$ cat src/rtl/adc_offset_cal.sv
module adc_offset_cal #(
  parameter int RES_W         = 10,
  parameter int SAMP_LOG2     = 4,
  parameter int TRIM_W        = 4,
  parameter int TRIM_DEFAULT  = 8,
  parameter int SETTLE_CYCLES = 250000
) (
  input  logic                    clk,
  input  logic                    rst_n,
  input  logic                    start_i,
  input  logic                    strobe_i,
  input  logic                    bat_chan_i,
  input  logic [RES_W-1:0]        result_i,
  input  logic [TRIM_W-1:0]       fuse_trim_i,
  input  logic                    fuse_ok_i,
  input  logic                    div_sel_i,
  output logic                    comp_sense_o,
  output logic                    done_o,
  output logic signed [RES_W:0]   cv_o,
  output logic [TRIM_W-1:0]       trim_o,
  output logic [RES_W+1:0]        bat_result_o,
  output logic signed [RES_W+1:0] bat_offset_o
);
  localparam int NSAMP = 1 << SAMP_LOG2;
  localparam int SUM_W = RES_W + SAMP_LOG2;
  localparam int SET_W = $clog2(SETTLE_CYCLES + 1);
  localparam logic [RES_W:0] MID = (RES_W+1)'(1) << (RES_W - 1);
  localparam logic [SET_W-1:0] SET_LAST = SET_W'(SETTLE_CYCLES - 1);
  localparam logic [SAMP_LOG2-1:0] N_LAST = SAMP_LOG2'(NSAMP - 1);

  typedef enum logic [1:0] {IDLE, SETTLE, SAMPLE} state_t;

  state_t               state;
  logic [SET_W-1:0]     set_cnt;
  logic [SAMP_LOG2-1:0] n_cnt;
  logic [SUM_W-1:0]     sum;
  logic [SUM_W-1:0]     sum_nxt;
  logic [RES_W-1:0]     avg;
  logic                 cal_take;
  logic [RES_W+1:0]     res3;
  logic [RES_W+2:0]     off3;
  logic [RES_W+2:0]     off_half;

  assign sum_nxt  = sum + SUM_W'(result_i);
  assign avg      = sum_nxt[SUM_W-1:SAMP_LOG2];
  assign cal_take = (state == SAMPLE) && strobe_i && !bat_chan_i;
  assign comp_sense_o = (state != IDLE);

  always_ff @(posedge clk) begin
    if (!rst_n) begin
      state   <= IDLE;
      set_cnt <= '0;
      n_cnt   <= '0;
      sum     <= '0;
      cv_o    <= '0;
      done_o  <= 1'b0;
      trim_o  <= TRIM_W'(TRIM_DEFAULT);
    end else begin
      done_o <= 1'b0;
      case (state)
        IDLE: if (start_i) begin
          state   <= SETTLE;
          set_cnt <= '0;
          n_cnt   <= '0;
          sum     <= '0;
          trim_o  <= (fuse_ok_i && fuse_trim_i != '0) ? fuse_trim_i
                                                     : TRIM_W'(TRIM_DEFAULT);
        end
        SETTLE: begin
          if (set_cnt == SET_LAST) state <= SAMPLE;
          else set_cnt <= set_cnt + 1'b1;
        end
        SAMPLE: if (cal_take) begin
          sum   <= sum_nxt;
          n_cnt <= n_cnt + 1'b1;
          if (n_cnt == N_LAST) begin
            cv_o   <= $signed(MID - {1'b0, avg});
            done_o <= 1'b1;
            state  <= IDLE;
          end
        end
        default: state <= IDLE;
      endcase
    end
  end

  assign res3 = (RES_W+2)'(result_i) + {1'b0, result_i, 1'b0};

  always_ff @(posedge clk) begin
    if (!rst_n) bat_result_o <= '0;
    else if (strobe_i && bat_chan_i)
      bat_result_o <= div_sel_i ? res3 : (res3 >> 1);
  end

  assign off3     = {{2{cv_o[RES_W]}}, cv_o} + {cv_o[RES_W], cv_o, 1'b0};
  assign off_half = $unsigned($signed(off3 + (RES_W+3)'(off3[RES_W+2])) >>> 1);
  assign bat_offset_o = div_sel_i ? $signed(off3[RES_W+1:0])
                                  : $signed(off_half[RES_W+1:0]);
endmodule

$ cat config.mk
export PLATFORM = sky130hd
export DESIGN_NAME = adc_offset_cal
export DESIGN_NICKNAME = d
export VERILOG_FILES = /design/src/rtl/adc_offset_cal.sv
export SDC_FILE = /design/constraint.sdc
export NUM_CORES = 1
export LEC_CHECK = 0
export BUFFER_PORTS_ARGS = -buffer_cell sky130_fd_sc_hd__buf_4
export CAP_MARGIN = 5
export CELL_PAD_IN_SITES_DETAIL_PLACEMENT = 0
export CELL_PAD_IN_SITES_GLOBAL_PLACEMENT = 1
export CORE_MARGIN = 2
export CORE_UTILIZATION = 40
export CTS_BUF_LIST = sky130_fd_sc_hd__clkbuf_4 sky130_fd_sc_hd__clkbuf_8
export CTS_CLUSTER_DIAMETER = 120
export DETAILED_ROUTE_END_ITERATION = 7
export GPL_TIMING_DRIVEN = 1
export PLACE_DENSITY = 0.76
export SETUP_SLACK_MARGIN = 0.1
export SKIP_CTS_REPAIR_TIMING = 1
export SLEW_MARGIN = 5
export SYNTH_ARGS = -nofsm -noshare
export SYNTH_HDL_FRONTEND = slang
export SYNTH_SLANG_ARGS = --single-unit
$ cat constraint.sdc
create_clock -name clk -period 2.86 [get_ports clk]
set_clock_uncertainty 0.15 [all_clocks]
set_input_delay 0.286 -clock clk [delete_from_list [all_inputs] [get_ports clk]]
set_output_delay 0.286 -clock clk [all_outputs]
set_load 0.01 [all_outputs]
Yosys cells after proc, flatten, opt, wreduce, memory -nomap -nowiden
Index checks and enable logic that the tools add are counted.
{"block": "word_totals", "out_inout_bits": 41, "ff_bits": 66, "inputBits": 21, "wordCells": 58}
{"block": "op_classes", "eq_ne": 9, "mux": 18, "n_addsub": 7, "n_reduce_logical": 16}
{"cell": "$mux W18", "count": 2}
{"cell": "$pmux W18 S2", "count": 1}
{"cell": "$mux W14", "count": 2}
{"cell": "$pmux W14 S2", "count": 1}
{"cell": "$mux W12", "count": 2}
{"cell": "$add A18 B1 Y18 const B", "count": 1}
{"cell": "$eq A18 B18 Y1 const B", "count": 1}
{"cell": "$add A14 B10 Y14", "count": 1}
{"cell": "$add A11 B12 Y13", "count": 1}
{"cell": "$add A13 B1 Y13", "count": 1}
{"cell": "$add A10 B11 Y12", "count": 1}
{"cell": "$mux W4", "count": 3}
{"cell": "$reduce_and A3 Y1", "count": 4}
{"cell": "$sub A10 B10 Y11 const A", "count": 1}
{"cell": "$mux W2", "count": 4}
{"cell": "$ne A2 B2 Y1 const B", "count": 4}
{"cell": "$pmux W4 S2", "count": 1}
{"cell": "$pmux W2 S3", "count": 1}
{"cell": "$reduce_bool A2 Y1", "count": 3}
{"cell": "$add A4 B1 Y4 const B", "count": 1}
{"cell": "$eq A4 B4 Y1 const B", "count": 1}
{"cell": "$logic_and A1 B1 Y1", "count": 4}
{"cell": "$reduce_and A4 Y1", "count": 1}
{"cell": "$reduce_bool A4 Y1", "count": 1}
{"cell": "other kinds (7)", "count": 7}

Longest topological paths before layout
Gate-level depths: netlist of run 1.
{"block": "depth", "word_depth": 5, "depth_mapped": 11, "mapped_depth_nobuf": 11}

Worst setup path before layout of run 1
OpenSTA, ideal clock, no wires.
{"block": "synth_path", "path_kind": "input-to-reg", "startpoint": "input port result_i[0]", "endpoint": "register cv_o[9]", "arrival_time_ps": 2809, "path_slack_ps": -178, "setup_ps": 79, "stages": 9, "required_ps": 2631, "path_buffers": 0, "cell_sequence": "ha_1 -> fa_1 -> a211oi_4 -> nor3_2 -> or4_4 -> a2111oi_4 -> o211ai_2 -> a2111o_1 -> o211ai_1"}
{"block": "synth_between", "elab_chain_len": 2}
{"item": "from (decl)", "line_no": "13", "rtl": "input logic [RES_W-1:0] result_i,"}
{"item": "$add A14 B10 Y14", "line_no": "44", "rtl": "assign sum_nxt = sum + SUM_W'(result_i);"}
{"item": "$sub A10 B10 Y11", "line_no": "77", "rtl": "cv_o <= $signed(MID - {1'b0, avg});"}
{"item": "to (signal assigned)", "line_no": "77"}
{"item": "to (decl)", "line_no": "19", "rtl": "output logic signed [RES_W:0] cv_o,"}
No other way between the ends.
A chain may end at the register's enable or synchronous reset.

Worst setup path in the final report of run 1
{"block": "layout_path", "startpoint": "register cv_o[1]", "endpoint": "output port bat_offset_o[11]"}
{"block": "layout_between", "elab_chain_len": 3}
{"item": "$add A11 B12 Y13 (*)", "line_no": "95", "rtl": "assign off3 = {{2{cv_o[RES_W]}}, cv_o} + {cv_o[RES_W], cv_o, 1'b0};"}
{"item": "$add A13 B1 Y13", "line_no": "96", "rtl": "assign off_half = $unsigned($signed(off3 + (RES_W+3)'(off3[RES_W+2])) >>> 1);"}
{"item": "$mux W12 (*)", "line_no": "97", "rtl": "assign bat_offset_o = div_sel_i ? $signed(off3[RES_W+1:0])"}
{"item": "to (decl)", "line_no": "22", "rtl": "output logic signed [RES_W+1:0] bat_offset_o"}
Mark *: on every way between the ends. The rest lies on a longest branch, timed or not.

==> results_dict.tcl, run 1 <==
set metrics [dict create \
    outcome "finished with violations" \
    violations "design-rule violations, negative setup slack" \
    route.detailed.vias_per_inst 5.44 \
    finalCriticalPeriod_ns 3.20 \
    worstSetupPathDepth 10 \
    critical_path.endpoint_type "primary output" \
    post-route-util_pct 55.3 \
    number_of_vias_after_detailed_routing 4756 \
    cts_inserted_buffers 9 \
    synth_edf_count 0 \
    clock_tree.buffer_depth 2 \
    critical_path.cell_chain "ha_4 -> fa_2 -> a21o_1 -> a21oi_2 -> o21bai_1 -> xor2_1 -> nand4_1 -> or4_1 -> o211ai_1 -> buf_4" \
    h_tree_level_count 3 \
    finalHoldViolations 0 \
    total_power_mw 2.03 \
    initial_antenna_violation_count 0 \
    nNetsFinal 785 \
    r2r_slack_ns -0.10 \
    comb_power_share_pct 17.0 \
    area_of_the_core_um2 11500 \
    post-synth-top-area-fraction_pct 27.9 \
    placement.io_buffers 61 \
    tritoncts_num_sinks 66 \
    clkSlewWorstSetupHoldPaths_ns 0.08 \
    yosys_register_bits 66 \
    tightest_slew_ns 0.637 \
    tritoncts "built" \
    grt_setup_unrepaired "true" \
    critPathKind "reg -> out" \
    num_antenna_cells 0 \
    first_pass_grt_wire_length_mm 21.1 \
    clkPwrFrac_pct 36.5 \
    die-area_um2 12700 \
    route.detailed.wl_per_inst_um 14.7 \
    postLayoutSetupSlackWorst_ns -0.336 \
    first_pass_iters 7 \
    synth_top_cells_by_area "sky130_fd_sc_hd__dfxtp_1 (28%), sky130_fd_sc_hd__ha_1 (9.2%), sky130_fd_sc_hd__nand2_1 (5.5%)" \
    maximum_number_of_pins_on_one_net_before_global_route_repair 36 \
    synth_instances 603 \
    rr_startpoint "sum[0]" \
    min-delay-path-class "in -> reg" \
    share_of_cells_above_drive_strength_1_pct 29.7 \
    area_growth_pct 34.2 \
    leakagePower_nw 2.76 \
    maxCapViolCount 0 \
    postSynthAreaPerCell_um2 7.87 \
    maxSlewHeadroom_pct 57.5 \
    core_rows 39 \
    gp_routability_congestion 0.877 \
    synthDominantAreaCellType "sky130_fd_sc_hd__dfxtp_1" \
    synth.most_common_cell "sky130_fd_sc_hd__nand2_1" \
    net-switching-power_mw 0.593 \
    ir_worst_vdd_uv 237 \
    cpLargestDelayFamily "compound AO/OA/AOI/OAI gates" \
    cp.required_ns 2.42 \
    async_sr_flop_fraction_pct 0 \
    crit-reg2reg-capture "cv_o[9]" \
    floorplan.die.height_um 113 \
    clk_latency_ns 0.35 \
    groute.usage.overall_pct 20.2 \
    synth.top_cells.by_count "sky130_fd_sc_hd__nand2_1 (69), sky130_fd_sc_hd__dfxtp_1 (66), sky130_fd_sc_hd__nor2_1 (65)" \
    boundaryPins 62 \
    critical_path.max_fanout 4 \
    detail_route.iter0.violations 274 \
    power_frac_seq_pct 46.5 \
    finalSetupViolCount 9 \
    worst_setup_path_start_kind "register" \
    worstPathArrival_ns 2.76 \
    postRouteWirelength_mm 12.9 \
    power_density_nw_per_um2 319 \
    fin_crit_sh_pct 112 \
    die_w_um 113 \
    cp-endpoint "bat_offset_o[11]" \
    holdPathStages 3 \
    yosysUniqueCellTypes 71 \
    p_sw_share_pct 29.2 \
    timing.critical_path.slowest_stage_cell "sky130_fd_sc_hd__or4_1" \
    floorplan.initialDensity_pct 41.2 \
    yosys_most_used_dff "sky130_fd_sc_hd__dfxtp_1" \
    yosys_warnings 0 \
    r2r.worst_path.cells 9 \
    grt_pass1_vias 4457 \
    drv_slew 0 \
    power.internal_mw 1.44 \
    path_buf_inv 1 \
    post_synth_instance_area_um2 4740 \
    post-dp-hpwl_mm 9.79 \
    pre_cts_slack_ns -0.0936 \
    grt-ovfl-total 0 \
    detail_route.drc_violations 7 \
    synth-seq-area-share_pct 27.9 \
    timing.critical_path.slowest_cell_delay_ns 0.42 \
    root_buffer "sky130_fd_sc_hd__clkbuf_8" \
    antenna_left 0 \
    synth.net_count 662 \
    critical_path.startpoint "cv_o[1]" \
    max_freq_ghz 0.313 \
]
[cell usage in the layout, fill, tap and decap left out, types with 6 or more instances in the layout]
| master | netlist | layout |
|---|---|---|
| sky130_fd_sc_hd__ha_1 | 35 | 33 |
| sky130_fd_sc_hd__nand2_1 | 69 | 69 |
| sky130_fd_sc_hd__o21ai_0 | 26 | 20 |
| sky130_fd_sc_hd__inv_1 | 17 | 17 |
| sky130_fd_sc_hd__xnor2_1 | 20 | 13 |
| sky130_fd_sc_hd__buf_6 | 0 | 6 |
| sky130_fd_sc_hd__and3_1 | 10 | 9 |
| sky130_fd_sc_hd__xnor2_2 | 0 | 6 |
| sky130_fd_sc_hd__nand3_1 | 16 | 15 |
| sky130_fd_sc_hd__o211ai_1 | 8 | 8 |
| sky130_fd_sc_hd__a21oi_1 | 51 | 46 |
| sky130_fd_sc_hd__buf_4 | 0 | 132 |
| sky130_fd_sc_hd__nor2_1 | 65 | 63 |
| sky130_fd_sc_hd__dfxtp_1 | 66 | 62 |
| sky130_fd_sc_hd__o21ai_1 | 2 | 8 |
| sky130_fd_sc_hd__clkbuf_8 | 0 | 10 |
| sky130_fd_sc_hd__or3_1 | 11 | 10 |
| sky130_fd_sc_hd__xor2_1 | 17 | 16 |
| sky130_fd_sc_hd__mux2i_1 | 7 | 7 |
| sky130_fd_sc_hd__nand4_1 | 6 | 6 |
| sky130_fd_sc_hd__a211oi_1 | 8 | 6 |
| sky130_fd_sc_hd__nor3_1 | 17 | 15 |
| sky130_fd_sc_hd__a22oi_1 | 12 | 11 |
| sky130_fd_sc_hd__a21o_1 | 12 | 12 |
[sequential cells by signal, summed over array words and instances, names as in the netlist]
register,flops
state,2
cv_o,11
trim_o,4
sum,14
n_cnt,4
bat_result_o,12
done_o,1
set_cnt,18
[logic make-up after synthesis]
| kind of cell | Yosys count | synth area share [%] |
|---|---|---|
| AO/OA/AOI/OAI | 168 | 24.2 |
| multiplexers | 8 | 1.71 |
| adder cells (fa/ha/maj) | 38 | 10.5 |
| XOR/XNOR | 37 | 6.83 |
| AND/OR/NAND/NOR | 242 | 25.3 |
| flip-flops | 66 | 27.9 |
| buffers and inverters | 44 | 3.56 |
[worst min-delay path: stages]
cell and delay, ns:
sky130_fd_sc_hd__buf_4 0.11, sky130_fd_sc_hd__nand3_1 0.06, sky130_fd_sc_hd__a21oi_1 0.06
[power by group through the flow]
| stage | Clock [mW] | Sequential (mW) | Combinational, mW |
|---|---|---|---|
| floorplan | 0 | 0.971 | 0.200 |
| global placement | 0 | 0.965 | 0.330 |
| detailed placement | 0 | 0.965 | 0.336 |
| CTS | 0.768 | 0.943 | 0.337 |
| global route | 0.805 | 0.946 | 0.382 |
| finish | 0.739 | 0.943 | 0.346 |
[cell type report]
type                       instances  area, um2
sequential                        66       1330
tap                              143        179
clock inverter                     5       37.5
fill                            1096       5150
clock buffer                      11        145
inverter                          18       67.6
multi-input combinational        493       3550
timing repair buffer             138       1060
[layer usage]
metal	global-route usage, %	vias up	wire (um)
met1	25.9	2224	6050
met3	3.37	15	460
met5	0	-	0
met4	5.28	0	178
li1	-	2447	-
met2	35.2	70	6180
[stage by stage]
stage                     instances  cell area (um2)  TNS [ns]  hold WS [ns]
after floorplan                 603             4790         0         0.265
after global placement          850             5840    -0.230         0.294
after detailed placement        850             5840    -0.312         0.301
after CTS                       866             6030     -2.09        0.0364
after global routing            874             6360     -3.24        0.0492
final                           874             6360     -1.73        0.0589
[worst min-delay path by stage]
stage | start | end | slack, ns
final | fuse_trim_i[0] | trim_o[0] | 0.06
after global routing | fuse_trim_i[0] | trim_o[0] | 0.05
after CTS | fuse_trim_i[0] | trim_o[0] | 0.04
after detailed placement | sum[2] | sum[2] | 0.30
after global placement | bat_result_o[11] | bat_result_o[11] | 0.29
after floorplan | rst_n | done_o | 0.27
(Power assumes the default switching activity.)
==> run 2: changes to the inputs <==
--- a/config.mk
+++ b/config.mk
@@ -9,7 +9,7 @@
 export CAP_MARGIN = 5
 export CELL_PAD_IN_SITES_DETAIL_PLACEMENT = 0
 export CELL_PAD_IN_SITES_GLOBAL_PLACEMENT = 1
-export CORE_MARGIN = 2
+export CORE_MARGIN = 8
 export CORE_UTILIZATION = 40
 export CTS_BUF_LIST = sky130_fd_sc_hd__clkbuf_4 sky130_fd_sc_hd__clkbuf_8
 export CTS_CLUSTER_DIAMETER = 120
==> run 2 against run 1 <==
The run ends with negative setup slack left. Combinational power about the same. Via count is 0.88% higher. Worst setup slack lost 0.031 ns. Critical endpoint unchanged.
==> results_dict.tcl, run 2 (synthesis gave the netlist of run 1 again) <==
set metrics [dict create \
    maxCapViolCount 0 \
    met3WireLength_um 669 \
    finalSetupViolCount 8 \
    leakagePower_nw 2.79 \
    postLayoutSetupSlackWorst_ns -0.367 \
    post_dp_cell_area_um2 5850 \
    grt_setup_unrepaired "true" \
    boundaryPins 62 \
    tightest_slew_ns 0.623 \
    cp.required_ns 2.42 \
    postRouteWirelength_mm 13.5 \
    clock_tree.buffer_depth 2 \
    post-dp-hpwl_mm 10.1 \
    maximum_number_of_pins_on_one_net_before_global_route_repair 36 \
    route.detailed.vias_per_inst 5.47 \
    grt-ovfl-total 0 \
    worst_setup_path_start_kind "register" \
    finish.instance_area_um2 6400 \
    fin_crit_sh_pct 113 \
    die_w_um 125 \
    number_of_vias_after_detailed_routing 4798 \
    finalCriticalPeriod_ns 3.23 \
    critPathKind "reg -> out" \
    tritoncts "built" \
    largest_register_ffs 18 \
    post-route-util_pct 55.6 \
    ir_worst_vdd_uv 253 \
    met2_length_mm 6.57 \
    min-delay-path-class "in -> reg" \
    maxSlewHeadroom_pct 58.5 \
    grt_pass1_vias 4569 \
    registers.top_by_ff_count "set_cnt" \
    max_freq_ghz 0.310 \
    finalHoldViolations 0 \
    placement.io_buffers 61 \
    share_of_cells_above_drive_strength_1_pct 30.1 \
    final_cell_count_no_fill 877 \
    tritoncts_num_sinks 66 \
    post-place-cells 851 \
    clk_latency_ns 0.36 \
    route.detailed.wl_per_inst_um 15.4 \
    outcome "finished with violations" \
    die-area_um2 15600 \
    initial_antenna_violation_count 0 \
    drv_slew 0 \
    floorplan.initialDensity_pct 41.2 \
    core_rows 39 \
    first_pass_grt_wire_length_mm 21.8 \
    detail_route.iter0.violations 226 \
    gp_routability_congestion 0.883 \
    critical_path.endpoint_type "primary output" \
    detail_route.drc_violations 0 \
    drt-met1-wl_mm 6.05 \
    root_buffer "sky130_fd_sc_hd__clkbuf_8" \
    pre_cts_slack_ns -0.110 \
    nNetsFinal 789 \
    maxUsedRoutingLayer "met4" \
    total_power_mw 2.08 \
    violations "negative setup slack" \
    final_common_cell "sky130_fd_sc_hd__buf_4" \
    critical_path.max_fanout 4 \
    groute.usage.overall_pct 16.7 \
    antenna_left 0 \
    area_growth_pct 34.9 \
    first_pass_iters 4 \
    biggestRegsByFlops "set_cnt x18, sum x14, bat_result_o x12" \
    h_tree_level_count 3 \
    cts_inserted_buffers 9 \
    power_density_nw_per_um2 325 \
    floorplan.die.height_um 125 \
    area_of_the_core_um2 11500 \
    layout_common_cells "sky130_fd_sc_hd__buf_4 (137), sky130_fd_sc_hd__nand2_1 (69), sky130_fd_sc_hd__nor2_1 (62), sky130_fd_sc_hd__dfxtp_1 (62), sky130_fd_sc_hd__a21oi_1 (46)" \
    worstPathArrival_ns 2.79 \
    clkSlewWorstSetupHoldPaths_ns 0.07 \
    num_antenna_cells 0 \
]
-- run 2: power by group --
group / switching [mW] / total [mW] / internal (mW)
clock network: 0.375 / 0.793 / 0.418
registers: 0.00911 / 0.944 / 0.934
logic: 0.196 / 0.346 / 0.151
total: 0.579 / 2.08 / 1.50
-- run 2: final timing paths --
kind                                     start               end  slack, ns  depth (start not counted)
worst max-delay path                   cv_o[1]  bat_offset_o[11]      -0.37                         10
worst min-delay path            fuse_trim_i[1]         trim_o[1]       0.06                          3
worst max register to register          sum[0]           cv_o[9]      -0.07                          9
worst min register to register       trim_o[0]         trim_o[0]       0.31                          2
-- run 2: critical path, cell delays in order, from the launching register on --
cell and delay (ns):
sky130_fd_sc_hd__dfxtp_4 0.37, sky130_fd_sc_hd__ha_4 0.16, sky130_fd_sc_hd__fa_2 0.34, sky130_fd_sc_hd__a21o_1 0.20
sky130_fd_sc_hd__a21oi_2 0.18, sky130_fd_sc_hd__o21bai_1 0.11, sky130_fd_sc_hd__xor2_1 0.17, sky130_fd_sc_hd__nand4_1 0.16
sky130_fd_sc_hd__or4_1 0.42, sky130_fd_sc_hd__o211ai_1 0.19, sky130_fd_sc_hd__buf_4 0.15
-- run 2: per-stage QoR --
step	TNS [ns]	hold slack, ns
floorplan	0	0.265
global placement	-0.321	0.292
detailed placement	-0.526	0.300
CTS	-2.40	0.0334
global route	-2.93	0.0357
finish	-1.60	0.0573
-- run 2: metal layers --
metal,track usage (%),vias to the layer above
met5,0,-
met2,28.5,96
li1,-,2463
met1,20.1,2220
met4,5.80,0
met3,3.94,19
-- run 2: final cells by class --
type                    count  area, um2
fillers                  1076       5120
multi-input cells         493       3550
flip-flops and latches     66       1330
repair buffers            142       1080
well taps                 143        179
clock buffers              10        138
inverters                  18       67.6
clock inverters             5       55.1
==> run 3: changes to the inputs <==
--- a/config.mk
+++ b/config.mk
@@ -9,7 +9,6 @@
 export CAP_MARGIN = 5
 export CELL_PAD_IN_SITES_DETAIL_PLACEMENT = 0
 export CELL_PAD_IN_SITES_GLOBAL_PLACEMENT = 1
-export CORE_MARGIN = 8
 export CORE_UTILIZATION = 40
 export CTS_BUF_LIST = sky130_fd_sc_hd__clkbuf_4 sky130_fd_sc_hd__clkbuf_8
 export CTS_CLUSTER_DIAMETER = 120
==> run 3 against run 2 <==
The flow still finishes with violations (negative setup slack). First-iteration DRC count is 19% higher. Sequential cell count stayed put. Fmax is 1.1% lower. Largest power group unchanged. Sequential power hardly changed. Combinational power hardly changed. Global-route usage is 3.8 points higher. Cell count is 0.34% lower. Core utilization is 0.69 points lower. Wire length is 8.7% lower. Critical path depth stayed put. Total power is 1.0% lower.
==> results_dict.tcl, run 3 (synthesis gave the netlist of run 1 again) <==
set metrics [dict create \
    ir_worst_vdd_uv 303 \
    postRouteWirelength_mm 12.4 \
    die_w_um 111 \
    core_rows 39 \
    pre_cts_slack_ns -0.131 \
    min-delay-path-class "in -> reg" \
    maxSlewHeadroom_pct 60.8 \
    clk_latency_ns 0.37 \
    finalSetupViolCount 8 \
    drv_slew 0 \
    first_pass_grt_wire_length_mm 20.7 \
    critical_path.endpoint_type "primary output" \
    maxCapViolCount 0 \
    placement.io_buffers 61 \
    detail_route.drc_violations 0 \
    root_buffer "sky130_fd_sc_hd__clkbuf_8" \
    outcome "finished with violations" \
    area_growth_pct 32.7 \
    global_route.usage.met1_pct 25.6 \
    leakagePower_nw 2.73 \
    critical_path.max_fanout 4 \
    clock_tree.buffer_depth 2 \
    hold_slack_ns 0.0412 \
    clkPwrFrac_pct 37.4 \
    initial_antenna_violation_count 0 \
    groute.layer.met2.usage_pct 35.3 \
    route.detailed.wl_per_inst_um 14.2 \
    antenna_left 0 \
    layout_common_cells "sky130_fd_sc_hd__buf_4 (131), sky130_fd_sc_hd__nand2_1 (69), sky130_fd_sc_hd__nor2_1 (64), sky130_fd_sc_hd__dfxtp_1 (61), sky130_fd_sc_hd__a21oi_1 (48)" \
    first_pass_iters 5 \
    post-place-cells 849 \
    fin_crit_sh_pct 114 \
    grt_setup_unrepaired "true" \
    route.detailed.vias_per_inst 5.47 \
    clkSlewWorstSetupHoldPaths_ns 0.08 \
    tritoncts "built" \
    area_of_the_core_um2 11500 \
    fillers 1081 \
    cp.required_ns 2.42 \
    share_of_cells_above_drive_strength_1_pct 28.9 \
    tightest_slew_ns 0.586 \
    power_density_nw_per_um2 328 \
    postLayoutSetupSlackWorst_ns -0.404 \
    worstPathArrival_ns 2.83 \
    comb_power_share_pct 16.8 \
    final_cell_count_no_fill 874 \
    p_sw_share_pct 28.9 \
    global_routing_met3_resource_utilization_pct 3.99 \
    layer_with_the_highest_usage_after_global_routing "met2" \
    detail_route.iter0.violations 270 \
    groute.usage.overall_pct 20.5 \
    floorplan.initialDensity_pct 41.4 \
    die-area_um2 12300 \
    num_antenna_cells 0 \
    floorplan.die.height_um 111 \
    power_frac_seq_pct 45.8 \
    grt_pass1_vias 4454 \
    net-switching-power_mw 0.596 \
    final_common_cell "sky130_fd_sc_hd__buf_4" \
    boundaryPins 62 \
    critPathKind "reg -> out" \
    number_of_vias_after_detailed_routing 4781 \
    largest_register_ffs 18 \
    finish.instance_area_um2 6290 \
    biggestRegsByFlops "set_cnt x18, sum x14, bat_result_o x12" \
    h_tree_level_count 3 \
    worst_setup_path_start_kind "register" \
    registers.top_by_ff_count "set_cnt" \
    tritoncts_num_sinks 66 \
    nNetsFinal 785 \
    max_freq_ghz 0.306 \
    total_power_mw 2.06 \
    grt-ovfl-total 0 \
    power.internal_mw 1.47 \
    post-route-util_pct 54.9 \
    cts_inserted_buffers 9 \
    finalCriticalPeriod_ns 3.26 \
    post-dp-hpwl_mm 9.46 \
    maximum_number_of_pins_on_one_net_before_global_route_repair 36 \
    finalHoldViolations 0 \
    holdPathStages 3 \
    r2r.worst_path.cells 9 \
    post_dp_cell_area_um2 5840 \
    totalNegativeSetupSlack_ns -1.92 \
    gp_routability_congestion 0.871 \
    violations "negative setup slack" \
]
[run 3: power by group through the flow]
stage	Sequential, mW	Clock [mW]	Combinational [mW]
finish	0.943	0.772	0.346
CTS	0.944	0.800	0.339
floorplan	0.971	0	0.200
global placement	0.964	0	0.333
global route	0.946	0.828	0.386
detailed placement	0.965	0	0.338
[run 3: worst max-delay path, cell delays in order (launching register included)]
cell and delay [ns]:
sky130_fd_sc_hd__dfxtp_4 0.36, sky130_fd_sc_hd__ha_4 0.17, sky130_fd_sc_hd__fa_2 0.35, sky130_fd_sc_hd__a21o_1 0.19, sky130_fd_sc_hd__a21oi_2 0.16, sky130_fd_sc_hd__o21ai_0 0.10, sky130_fd_sc_hd__o211ai_1 0.14, sky130_fd_sc_hd__xor2_1 0.12
sky130_fd_sc_hd__or4_1 0.52, sky130_fd_sc_hd__o211ai_1 0.20, sky130_fd_sc_hd__buf_4 0.15
[run 3: final timing paths]
kind                       start               end  slack [ns]
hold reg to reg        trim_o[2]         trim_o[2]        0.31
hold / removal    fuse_trim_i[2]         trim_o[2]        0.04
setup / recovery         cv_o[1]  bat_offset_o[11]       -0.40
setup reg to reg          sum[0]           cv_o[9]       -0.10
[run 3: layer usage]
| metal | vias up | routed length, um | share of wire [%] |
|---|---|---|---|
| met5 | - | 0 | 0 |
| met4 | 0 | 241 | 1.9 |
| met3 | 15 | 457 | 3.7 |
| met2 | 88 | 5940 | 48 |
| met1 | 2232 | 5730 | 46 |
| li1 | 2446 | - | - |
[run 3: cell type report]
type	instances	area, um2	area share, %
multi-input combinational	493	3460	55.0
sequential	66	1330	21.1
timing repair buffer	138	1060	16.9
tap	143	179	2.84
clock buffer	12	159	2.53
inverter	18	67.6	1.07
clock inverter	4	33.8	0.537
